`config.mk`:
```
export PLATFORM = sky130hd
export DESIGN_NAME = pwr_state_seq
export DESIGN_NICKNAME = d
export VERILOG_FILES = /design/src/rtl/pwr_seq_pkg.sv /design/src/rtl/pwr_seq_timer.sv /design/src/rtl/pwr_seq_ctrl.sv /design/src/rtl/pwr_state_seq.sv
export SDC_FILE = /design/constraint.sdc
export NUM_CORES = 1
export LEC_CHECK = 0
export ABC_AREA = 0
export BUFFER_PORTS_ARGS = -buffer_cell sky130_fd_sc_hd__buf_2
export CAP_MARGIN = 10
export CELL_PAD_IN_SITES_DETAIL_PLACEMENT = 1
export CELL_PAD_IN_SITES_GLOBAL_PLACEMENT = 1
export CORE_ASPECT_RATIO = 0.5
export CORE_UTILIZATION = 25
export DETAILED_ROUTE_END_ITERATION = 7
export HOLD_SLACK_MARGIN = 0.08
export PLACE_DENSITY = 0.55
export SLEW_MARGIN = 20
export SYNTH_ARGS = -nofsm -noshare
export SYNTH_HDL_FRONTEND = slang
export SYNTH_SLANG_ARGS = --single-unit
```
`constraint.sdc`:
```
create_clock -name clk -period 3.17 [get_ports clk]
set_clock_uncertainty 0.2 [all_clocks]
set_input_delay 0.634 -clock clk [delete_from_list [all_inputs] [get_ports clk]]
set_output_delay 0.634 -clock clk [all_outputs]
set_load 0.02 [all_outputs]
```
`src/rtl/pwr_seq_pkg.sv`:
```
package pwr_seq_pkg;

  typedef enum logic [2:0] {
    ST_RUN,
    ST_STOPGRANT,
    ST_SLEEP,
    ST_DEEPSLEEP,
    ST_CLKSETTLE,
    ST_PLLLOCK,
    ST_SLEEPEXIT,
    ST_STPEXIT
  } seqState_t;

  typedef enum logic [2:0] {
    LD_GRANT,
    LD_SLPSTOP,
    LD_SETTLE,
    LD_PLL,
    LD_SLPEXIT,
    LD_STPEXIT
  } loadSel_t;

  typedef struct packed {
    logic     load;
    loadSel_t sel;
    logic     tickMode;
  } seqStrobe_t;

endpackage

```
`src/rtl/pwr_seq_timer.sv`:
```
module pwr_seq_timer
  import pwr_seq_pkg::*;
#(
  parameter int GRANT_TO_SLP  = 100,
  parameter int SLP_TO_STOP   = 10,
  parameter int SETTLE_CYC    = 15,
  parameter int PLL_TICKS     = 30,
  parameter int SLP_EXIT_HOLD = 10,
  parameter int STP_EXIT_HOLD = 8
) (
  input  logic       clk,
  input  logic       rstN,
  input  seqStrobe_t strb,
  input  logic       usTick,
  output logic       expired
);

  localparam int MAX_A   = (GRANT_TO_SLP > SLP_TO_STOP) ? GRANT_TO_SLP : SLP_TO_STOP;
  localparam int MAX_B   = (SETTLE_CYC > PLL_TICKS) ? SETTLE_CYC : PLL_TICKS;
  localparam int MAX_C   = (SLP_EXIT_HOLD > STP_EXIT_HOLD) ? SLP_EXIT_HOLD : STP_EXIT_HOLD;
  localparam int MAX_AB  = (MAX_A > MAX_B) ? MAX_A : MAX_B;
  localparam int MAX_ALL = (MAX_AB > MAX_C) ? MAX_AB : MAX_C;
  localparam int CNT_W   = $clog2(MAX_ALL + 1);

  logic [CNT_W-1:0] cnt;
  logic [CNT_W-1:0] loadVal;
  logic             stepEn;

  // Cycle intervals load N-1 so the state lasts exactly N cycles;
  // the lock wait loads the full tick count.
  always_comb begin
    case (strb.sel)
      LD_GRANT:   loadVal = CNT_W'(GRANT_TO_SLP - 1);
      LD_SLPSTOP: loadVal = CNT_W'(SLP_TO_STOP - 1);
      LD_SETTLE:  loadVal = CNT_W'(SETTLE_CYC - 1);
      LD_PLL:     loadVal = CNT_W'(PLL_TICKS);
      LD_SLPEXIT: loadVal = CNT_W'(SLP_EXIT_HOLD - 1);
      LD_STPEXIT: loadVal = CNT_W'(STP_EXIT_HOLD - 1);
      default:    loadVal = '0;
    endcase
  end

  assign stepEn = (cnt != '0) && (!strb.tickMode || usTick);

  always_ff @(posedge clk or negedge rstN) begin
    if (!rstN)          cnt <= '0;
    else if (strb.load) cnt <= loadVal;
    else if (stepEn)    cnt <= cnt - 1'b1;
  end

  assign expired = (cnt == '0);

  // Counter parks at zero; it never wraps to the top value (interval lengths, R3-style holds rely on this)
  assert_cnt_no_wrap_R5: assert property (@(posedge clk) disable iff (!rstN)
    ($past(cnt) == '0 && !$past(strb.load)) |-> cnt == '0);

  // In tick mode the counter only moves on a tick
  assert_tick_only_R5: assert property (@(posedge clk) disable iff (!rstN)
    ($past(strb.tickMode) && !$past(strb.load) && !$past(usTick)) |-> $stable(cnt));

endmodule

```
`src/rtl/pwr_seq_ctrl.sv`:
```
module pwr_seq_ctrl
  import pwr_seq_pkg::*;
#(
  parameter int SLP_TO_STOP = 10
) (
  input  logic       clk,
  input  logic       rstN,
  input  logic       sleepReq,
  input  logic       stopGrantDone,
  input  logic       wakeReq,
  input  logic       expired,
  output seqStrobe_t strb,
  output logic       stpClkN,
  output logic       slpN,
  output logic       busClkEn,
  output logic       inputFreeze
);

  localparam int LOW_W = $clog2(SLP_TO_STOP + 1) + 1;

  seqState_t state, nextState;
  logic      grantSeen;
  logic      wakePend;
  logic      wakeAny;
  logic      wakeClr;
  logic      entryState;

  assign wakeAny    = wakeReq | wakePend;
  assign entryState = (state == ST_STOPGRANT) || (state == ST_SLEEP) || (state == ST_DEEPSLEEP);

  always_comb begin
    nextState     = state;
    strb.load     = 1'b0;
    strb.sel      = LD_GRANT;
    strb.tickMode = (state == ST_PLLLOCK);
    wakeClr       = 1'b0;
    case (state)
      ST_RUN: begin
        if (sleepReq) nextState = ST_STOPGRANT;
      end
      ST_STOPGRANT: begin
        if (!grantSeen) begin
          if (stopGrantDone) begin
            strb.load = 1'b1;
            strb.sel  = LD_GRANT;
          end
        end else if (wakeAny) begin
          nextState = ST_STPEXIT;
          strb.load = 1'b1;
          strb.sel  = LD_STPEXIT;
          wakeClr   = 1'b1;
        end else if (expired) begin
          nextState = ST_SLEEP;
          strb.load = 1'b1;
          strb.sel  = LD_SLPSTOP;
        end
      end
      ST_SLEEP: begin
        if (expired) begin
          if (wakeAny) begin
            nextState = ST_SLEEPEXIT;
            strb.load = 1'b1;
            strb.sel  = LD_SLPEXIT;
            wakeClr   = 1'b1;
          end else begin
            nextState = ST_DEEPSLEEP;
          end
        end
      end
      ST_DEEPSLEEP: begin
        if (wakeAny) begin
          nextState = ST_CLKSETTLE;
          strb.load = 1'b1;
          strb.sel  = LD_SETTLE;
          wakeClr   = 1'b1;
        end
      end
      ST_CLKSETTLE: begin
        if (expired) begin
          nextState = ST_PLLLOCK;
          strb.load = 1'b1;
          strb.sel  = LD_PLL;
        end
      end
      ST_PLLLOCK: begin
        if (expired) begin
          nextState = ST_SLEEPEXIT;
          strb.load = 1'b1;
          strb.sel  = LD_SLPEXIT;
        end
      end
      ST_SLEEPEXIT: begin
        if (expired) begin
          nextState = ST_STPEXIT;
          strb.load = 1'b1;
          strb.sel  = LD_STPEXIT;
        end
      end
      ST_STPEXIT: begin
        if (expired) nextState = ST_RUN;
      end
      default: nextState = ST_RUN;
    endcase
  end

  always_ff @(posedge clk or negedge rstN) begin
    if (!rstN) begin
      state     <= ST_RUN;
      grantSeen <= 1'b0;
      wakePend  <= 1'b0;
    end else begin
      state     <= nextState;
      grantSeen <= (nextState == ST_STOPGRANT) &&
                   (grantSeen || (state == ST_STOPGRANT && stopGrantDone));
      if (wakeClr)                    wakePend <= 1'b0;
      else if (wakeReq && entryState) wakePend <= 1'b1;
    end
  end

  assign stpClkN     = (state == ST_RUN) || (state == ST_STPEXIT);
  assign slpN        = !((state == ST_SLEEP) || (state == ST_DEEPSLEEP) ||
                         (state == ST_CLKSETTLE) || (state == ST_PLLLOCK));
  assign busClkEn    = (state != ST_DEEPSLEEP);
  assign inputFreeze = (state == ST_STOPGRANT) ? grantSeen : (state != ST_RUN);

  // Checker-only count of cycles the sleep line has been low (saturating)
  logic [LOW_W-1:0] slpLowCnt;
  always_ff @(posedge clk or negedge rstN) begin
    if (!rstN)                slpLowCnt <= '0;
    else if (slpN)            slpLowCnt <= '0;
    else if (~&slpLowCnt)     slpLowCnt <= slpLowCnt + 1'b1;
  end

  assert_slp_fall_after_grant_R3: assert property (@(posedge clk) disable iff (!rstN)
    $fell(slpN) |-> (inputFreeze && !stpClkN));

  assert_gate_after_slp_hold_R4: assert property (@(posedge clk) disable iff (!rstN)
    $fell(busClkEn) |-> (!slpN && slpLowCnt >= LOW_W'(SLP_TO_STOP)));

  assert_slp_rise_clock_on_R5: assert property (@(posedge clk) disable iff (!rstN)
    $rose(slpN) |-> (busClkEn && $past(busClkEn)));

  assert_stpclk_rise_after_slp_R6: assert property (@(posedge clk) disable iff (!rstN)
    $rose(stpClkN) |-> (slpN && $past(slpN)));

  assert_freeze_drop_last_R7: assert property (@(posedge clk) disable iff (!rstN)
    $fell(inputFreeze) |-> (stpClkN && slpN && busClkEn));

  assert_no_pending_in_run_R10: assert property (@(posedge clk) disable iff (!rstN)
    (state == ST_RUN) |-> !wakePend);

endmodule

```
`src/rtl/pwr_state_seq.sv`:
```
module pwr_state_seq
  import pwr_seq_pkg::*;
#(
  parameter int GRANT_TO_SLP  = 100,
  parameter int SLP_TO_STOP   = 10,
  parameter int SETTLE_CYC    = 15,
  parameter int PLL_TICKS     = 30,
  parameter int SLP_EXIT_HOLD = 10,
  parameter int STP_EXIT_HOLD = 8
) (
  input  logic clk,
  input  logic rstN,
  input  logic sleepReq,
  input  logic stopGrantDone,
  input  logic wakeReq,
  input  logic usTick,
  output logic stpClkN,
  output logic slpN,
  output logic busClkEn,
  output logic inputFreeze
);

  seqStrobe_t strb;
  logic       expired;

  pwr_seq_ctrl #(
    .SLP_TO_STOP (SLP_TO_STOP)
  ) uCtrl (
    .clk           (clk),
    .rstN          (rstN),
    .sleepReq      (sleepReq),
    .stopGrantDone (stopGrantDone),
    .wakeReq       (wakeReq),
    .expired       (expired),
    .strb          (strb),
    .stpClkN       (stpClkN),
    .slpN          (slpN),
    .busClkEn      (busClkEn),
    .inputFreeze   (inputFreeze)
  );

  pwr_seq_timer #(
    .GRANT_TO_SLP  (GRANT_TO_SLP),
    .SLP_TO_STOP   (SLP_TO_STOP),
    .SETTLE_CYC    (SETTLE_CYC),
    .PLL_TICKS     (PLL_TICKS),
    .SLP_EXIT_HOLD (SLP_EXIT_HOLD),
    .STP_EXIT_HOLD (STP_EXIT_HOLD)
  ) uTimer (
    .clk     (clk),
    .rstN    (rstN),
    .strb    (strb),
    .usTick  (usTick),
    .expired (expired)
  );

endmodule

```
# == Word-level counts from Yosys, hierarchy flattened ==
# Cells that the tools add are included.
# totals
elab_cells,75
output_inout_bits,4
latchBits,0
ram_bits,0
rom_bits,0
n_memories,0
register_bits,12
# op_classes
eq_ne,14
n_mux,33
order_cmp,0
add_sub_neg,1
n_div,0
n_mul,0
shift,0
reduce_logical,22
bitwise,1
# op_table
operator,count
2-to-1 mux 4 bit,10
case mux 7 bit (5 select lines),1
2-to-1 mux 3 bit,11
case mux 3 bit (8 select lines),1
case mux 4 bit (6 select lines),1
equality test 3 bit (second input constant),6
2-to-1 mux 7 bit,2
equality test 3 x 2 -> 1 bit (second input constant),4
equality test 3 x 1 -> 1 bit (second input constant),3
logical OR 1 bit,8
zero test 7 bit,1
nonzero test 7 bit,1
subtractor 7 x 1 -> 7 bit (second input constant),1
zero test 3 bit,2
2-to-1 mux 1 bit,6
logical AND 1 bit,4
nonzero test 2 bit,2
!= test 3 x 2 -> 1 bit (second input constant),1
case mux 1 bit (3 select lines),1
nonzero test 3 bit,1
zero test 1 bit,2
OR reduction 2 bit,1
bitwise OR 1 bit,1

# == Longest topological paths before layout ==
# depth
depth_word,9
depth_mapped,8
ltp_nobuf,7

# == Modules after synthesis ==
# A second synthesis with hierarchy kept.
# unflattened
hier_cells,122
hier_area_um2,1018.5
# modules_own_cells
mod,area_per_inst_um2,cells_each,instances
pwr_seq_timer,524.3,56,1
pwr_seq_ctrl,494.2,66,1

# == Least setup slack after synthesis ==
# OpenSTA, ideal clock, no wires.
# synth_path
path_kind,register to register
startpoint,register uCtrl.state[1]
endpoint,register uCtrl.grantSeen
slack_ns,0.739
t_arrival_ns,2.102
synth_period_minus_slack_ns,2.431
required_time_ns,2.841
stages_incl_launch_ff,9
setup_ns,0.129
path_buffers,1
cell_sequence,dfrtp_1 > clkbuf_1 > inv_1 > ha_1 > or4_1 > nor2_1 > a211oi_1 > o41a_1 > nor4b_1
# synth_between
elab_cells_between_ends,23
# synth_lines
item,line_no,source
"start, declared",pwr_seq_ctrl.sv:21,"seqState_t state, nextState;"
"start signal, assigned",pwr_seq_ctrl.sv:112,state <= nextState;
equality test 3 bit (tied with other cells),pwr_seq_ctrl.sv:37,case (state)
case mux 3 bit (8 select lines) (*),pwr_seq_ctrl.sv:37,
named net uCtrl.nextState[0],pwr_seq_ctrl.sv:21,
equality test 3 x 1 -> 1 bit (*),pwr_seq_ctrl.sv:113,grantSeen <= (nextState == ST_STOPGRANT) &&
logical AND 1 bit (*),pwr_seq_ctrl.sv:113,
"end signal, assigned",pwr_seq_ctrl.sv:113,
"end, declared",pwr_seq_ctrl.sv:22,logic grantSeen;
# Mark *: on every way through the listed nets, which the timed path passes. The rest lies on a longest branch.
# A chain may end at the register's enable or synchronous reset.

# == Final worst setup path ==
# Ends and elaborated chain as after synthesis.

==> key figures <==
Die
  • Die ar.: 4610 um^2
  • Core Rows: 16
  • Core area: 4020 um^2
  • Horiz. Die Dim: 95.0 um
  • Initial core utilization: 26.9%
  • I/O Pins: 10
  • Die height: a little under 50 um

Route
  • Drt first pass iters: 4
  • Post-Route WL: 2940 um
  • Met3 WL post-DR: 74 um
  • Wire length on met2: 1270 um
  • Uppermost layer routed: met4
  • Drt wl/cell: between 15 and 20 um
  • Number of vias per cell: 5.28
  • M1 wire length: 1580 um
  • DRC viols: 0
  • Starting DRT DRC Count: 29
  • ANT nets after route: 0
  • Via count: 992

Yosys
  • Post-synthesis adder-cell area fraction: 5.79%
  • Mapped cell area: about 1100 um^2
  • Cell accounting for the most synthesized area: dfrtp_1
  • Largest family of logic cells by synthesized area: compound AO/OA/AOI/OAI gates
  • Mapped Nets: 136
  • Mux cell area share after synthesis: 0%
  • Main synth FF type: dfrtp_1
  • Post-Synth Simple-Gate Area: a little over a fifth
  • Synth warn: 0
  • Ys async rst share: 100%
  • Synth Register Bits: 12
  • Register area share after synthesis: about 28%
  • Post-synthesis area per instance: roughly 8.6 um^2
  • Yosys top cell area share: 27.8%
  • Post-synthesis compound-gate area fraction: 36.1%
  • Commonest cells post-synth: 12 x dfrtp_1, 9 x nor2_1, 8 x inv_1
  • Yosys cell types: 51
  • Count leader, synth: dfrtp_1
  • Post-synthesis xor/xnor area fraction: 1.62%
  • Number of enable flip-flop cells after synthesis: 0
  • Cells after Synth: 125
  • Leading post-synthesis cells by cell area: dfrtp_1 28%, ha_1 5.8%, a211oi_1 4.2%

Cells and area
  • Layout cells sized above 1: 19.4%
  • Cell Count, Final, Fillers Out: about 190
  • Final #Nets: 146
  • Layout area overhead: 14.4%
  • Design area: 1240 um^2
  • Antenna Cells: 0

Placement
  • IO Port Bufs: 9
  • Routability Congestion: slightly below 0.8
  • DP Worst Slack: approximately 520 ps
  • Cells after DPL: about 180
  • Placed cell areas: 1180 um^2
  • Hpwl dp: between 2000 and 2500 um

Global route
  • First-pass GRT wire length: between 4000 and 5000 um
  • Initial antenna violation count: 0
  • Pin count of the biggest net entering global routing: 20
  • Congestion Overflow GR: 0
  • Vias in the first global route: slightly below 1000
  • GRT Overall Usage: between 10% and 20%

Job
  • Max cap viols: 0

Setup path
  • Critical path fanouts, max: 19
  • Critical Path Source Type: flop
  • Kind of critical path: reg2reg
  • CP Capture Type: flop
  • R2R setup slack: approximately 440 ps
  • Critical Path Sink: uCtrl.grantSeen$_DFF_PN0_
  • Critical path arrival: 2660 ps
  • R2R cell count: 7
  • Worst Path Required: 3100 ps
  • RR Startpoint: uCtrl.state[1]$_DFF_PN0_
  • Critical path origin: uCtrl.state[1]$_DFF_PN0_
  • Worst R2R End: uCtrl.grantSeen$_DFF_PN0_

Outcome
  • Run status: finished clean

Timing
  • Rel. slew slack: between 60 and 70%
  • Final Cycle Share: a little under nine tenths
  • Count of pins over their slew limit: 0
  • Slew @ Worst Pin: 598 ps
  • Final setup fails: 0
  • RSZ-0062 raised after global routing: no
  • Final hold vios: 0
  • TNS Setup: 0 ps
  • Period minus WS final: 2730 ps
  • Maximum operating frequency: around 0.37 GHz
  • Post-route setup slack: 441 ps

Clocking
  • CTS tree: built
  • Worst-path clk slew: 60 ps
  • Clock Tree Buf Depth: 2
  • Gates resized, CTS repair: 0
  • # hold bufs at CTS: 0
  • Setup Buffers After CTS: 0
  • Clk_lat worst skew: 240 ps
  • Total CTS buffers: 3
  • Number of clock sinks: 12
  • H-tree levels: 1
  • Clock root buffer: clkbuf_8

Pwr
  • Worst vdd ir: 0.000312 V
  • Power Density: 1170 nW/um^2
  • Leakage: approximately 0.52 nW

Min path
  • Worst min path class: in2async
-- sequential cells by signal, indices dropped and copies added, names as in the netlist --
name             count
uCtrl.state          3
uTimer.cnt           7
uCtrl.wakePend       1
uCtrl.grantSeen      1
-- power breakdown --
| part | internal, mW | leakage (nW) | switching [mW] |
|---|---|---|---|
| Clock | 0.110 | 0.0288 | 0.0596 |
| Combinational | 0.404 | 0.340 | 0.504 |
| Sequential | 0.232 | 0.148 | 0.141 |
| Total | 0.746 | 0.517 | 0.705 |
-- metal layers --
| layer | global-route usage (%) | up-vias |
|---|---|---|
| li1 | - | 499 |
| met1 | 20.3 | 481 |
| met2 | 20.4 | 10 |
| met3 | 3.46 | 2 |
| met4 | 2.78 | 0 |
| met5 | 0 | - |
-- placed cells by master (no fill, tap or decap), drive strengths merged, types with 2 or more instances in the layout --
cell type / n
o221a: 2
nand4: 3
and2: 2
clkbuf: 4
or2: 2
inv: 8
xnor2: 2
nor3: 4
nand3: 4
a21boi: 3
o211ai: 3
and3: 3
nand2: 4
a211oi: 6
o21ai: 6
a31oi: 3
nor4b: 2
nor2: 9
buf: 13
dfrtp: 12
a21oi: 6
a21o: 3
nor2b: 3
ha: 5
-- cell type report --
class                      instances  area [um^2]
clock buffer                       4         55.1
timing repair buffer              13         75.1
multi-input combinational         97          708
inverter                           8         30.0
fill                             475         2790
tap                               54         67.6
sequential                        12          300
-- stage by stage --
step	utilization (%)	power, mW	hold WS (ps)
6_report	30.7	1.45	77.8
2_1_floorplan	-	1.06	138
3_3_place_gp	29.4	1.29	342
3_5_place_dp	29.4	1.29	347
5_1_grt	30.7	1.59	91.0
4_1_cts	30.7	1.46	80.0
-- worst min path at each step --
stage	slack [ps]	from	end
after global placement	340	rstN	uCtrl.wakePend$_DFFE_PN0P_
after detailed placement	350	rstN	uCtrl.wakePend$_DFFE_PN0P_
after CTS	80	rstN	uCtrl.wakePend$_DFFE_PN0P_
after global routing	90	rstN	uCtrl.wakePend$_DFFE_PN0P_
final	80	rstN	uCtrl.wakePend$_DFFE_PN0P_
after floorplan	140	rstN	uCtrl.grantSeen$_DFF_PN0_
-- worst max-delay path, cell delays in order, from the launching register on --
cell and delay, ps:
dfrtp_1 720, inv_1 140, ha_1 270, nor3_1 210
a21boi_0 440, o21ai_0 150, a21boi_0 180, nor4b_1 310
-- cell families (layout without fill, tap and decap cells) --
logic type | count (synthesis) | in the layout
AO/OA/AOI/OAI | 49 | 49
AND/OR/NAND/NOR | 41 | 41
buffers and inverters | 16 | 25
flip-flops | 12 | 12
adder cells (fa/ha/maj) | 5 | 5
XOR/XNOR | 2 | 2
Note: power is estimated with default switching activity, not from simulation.
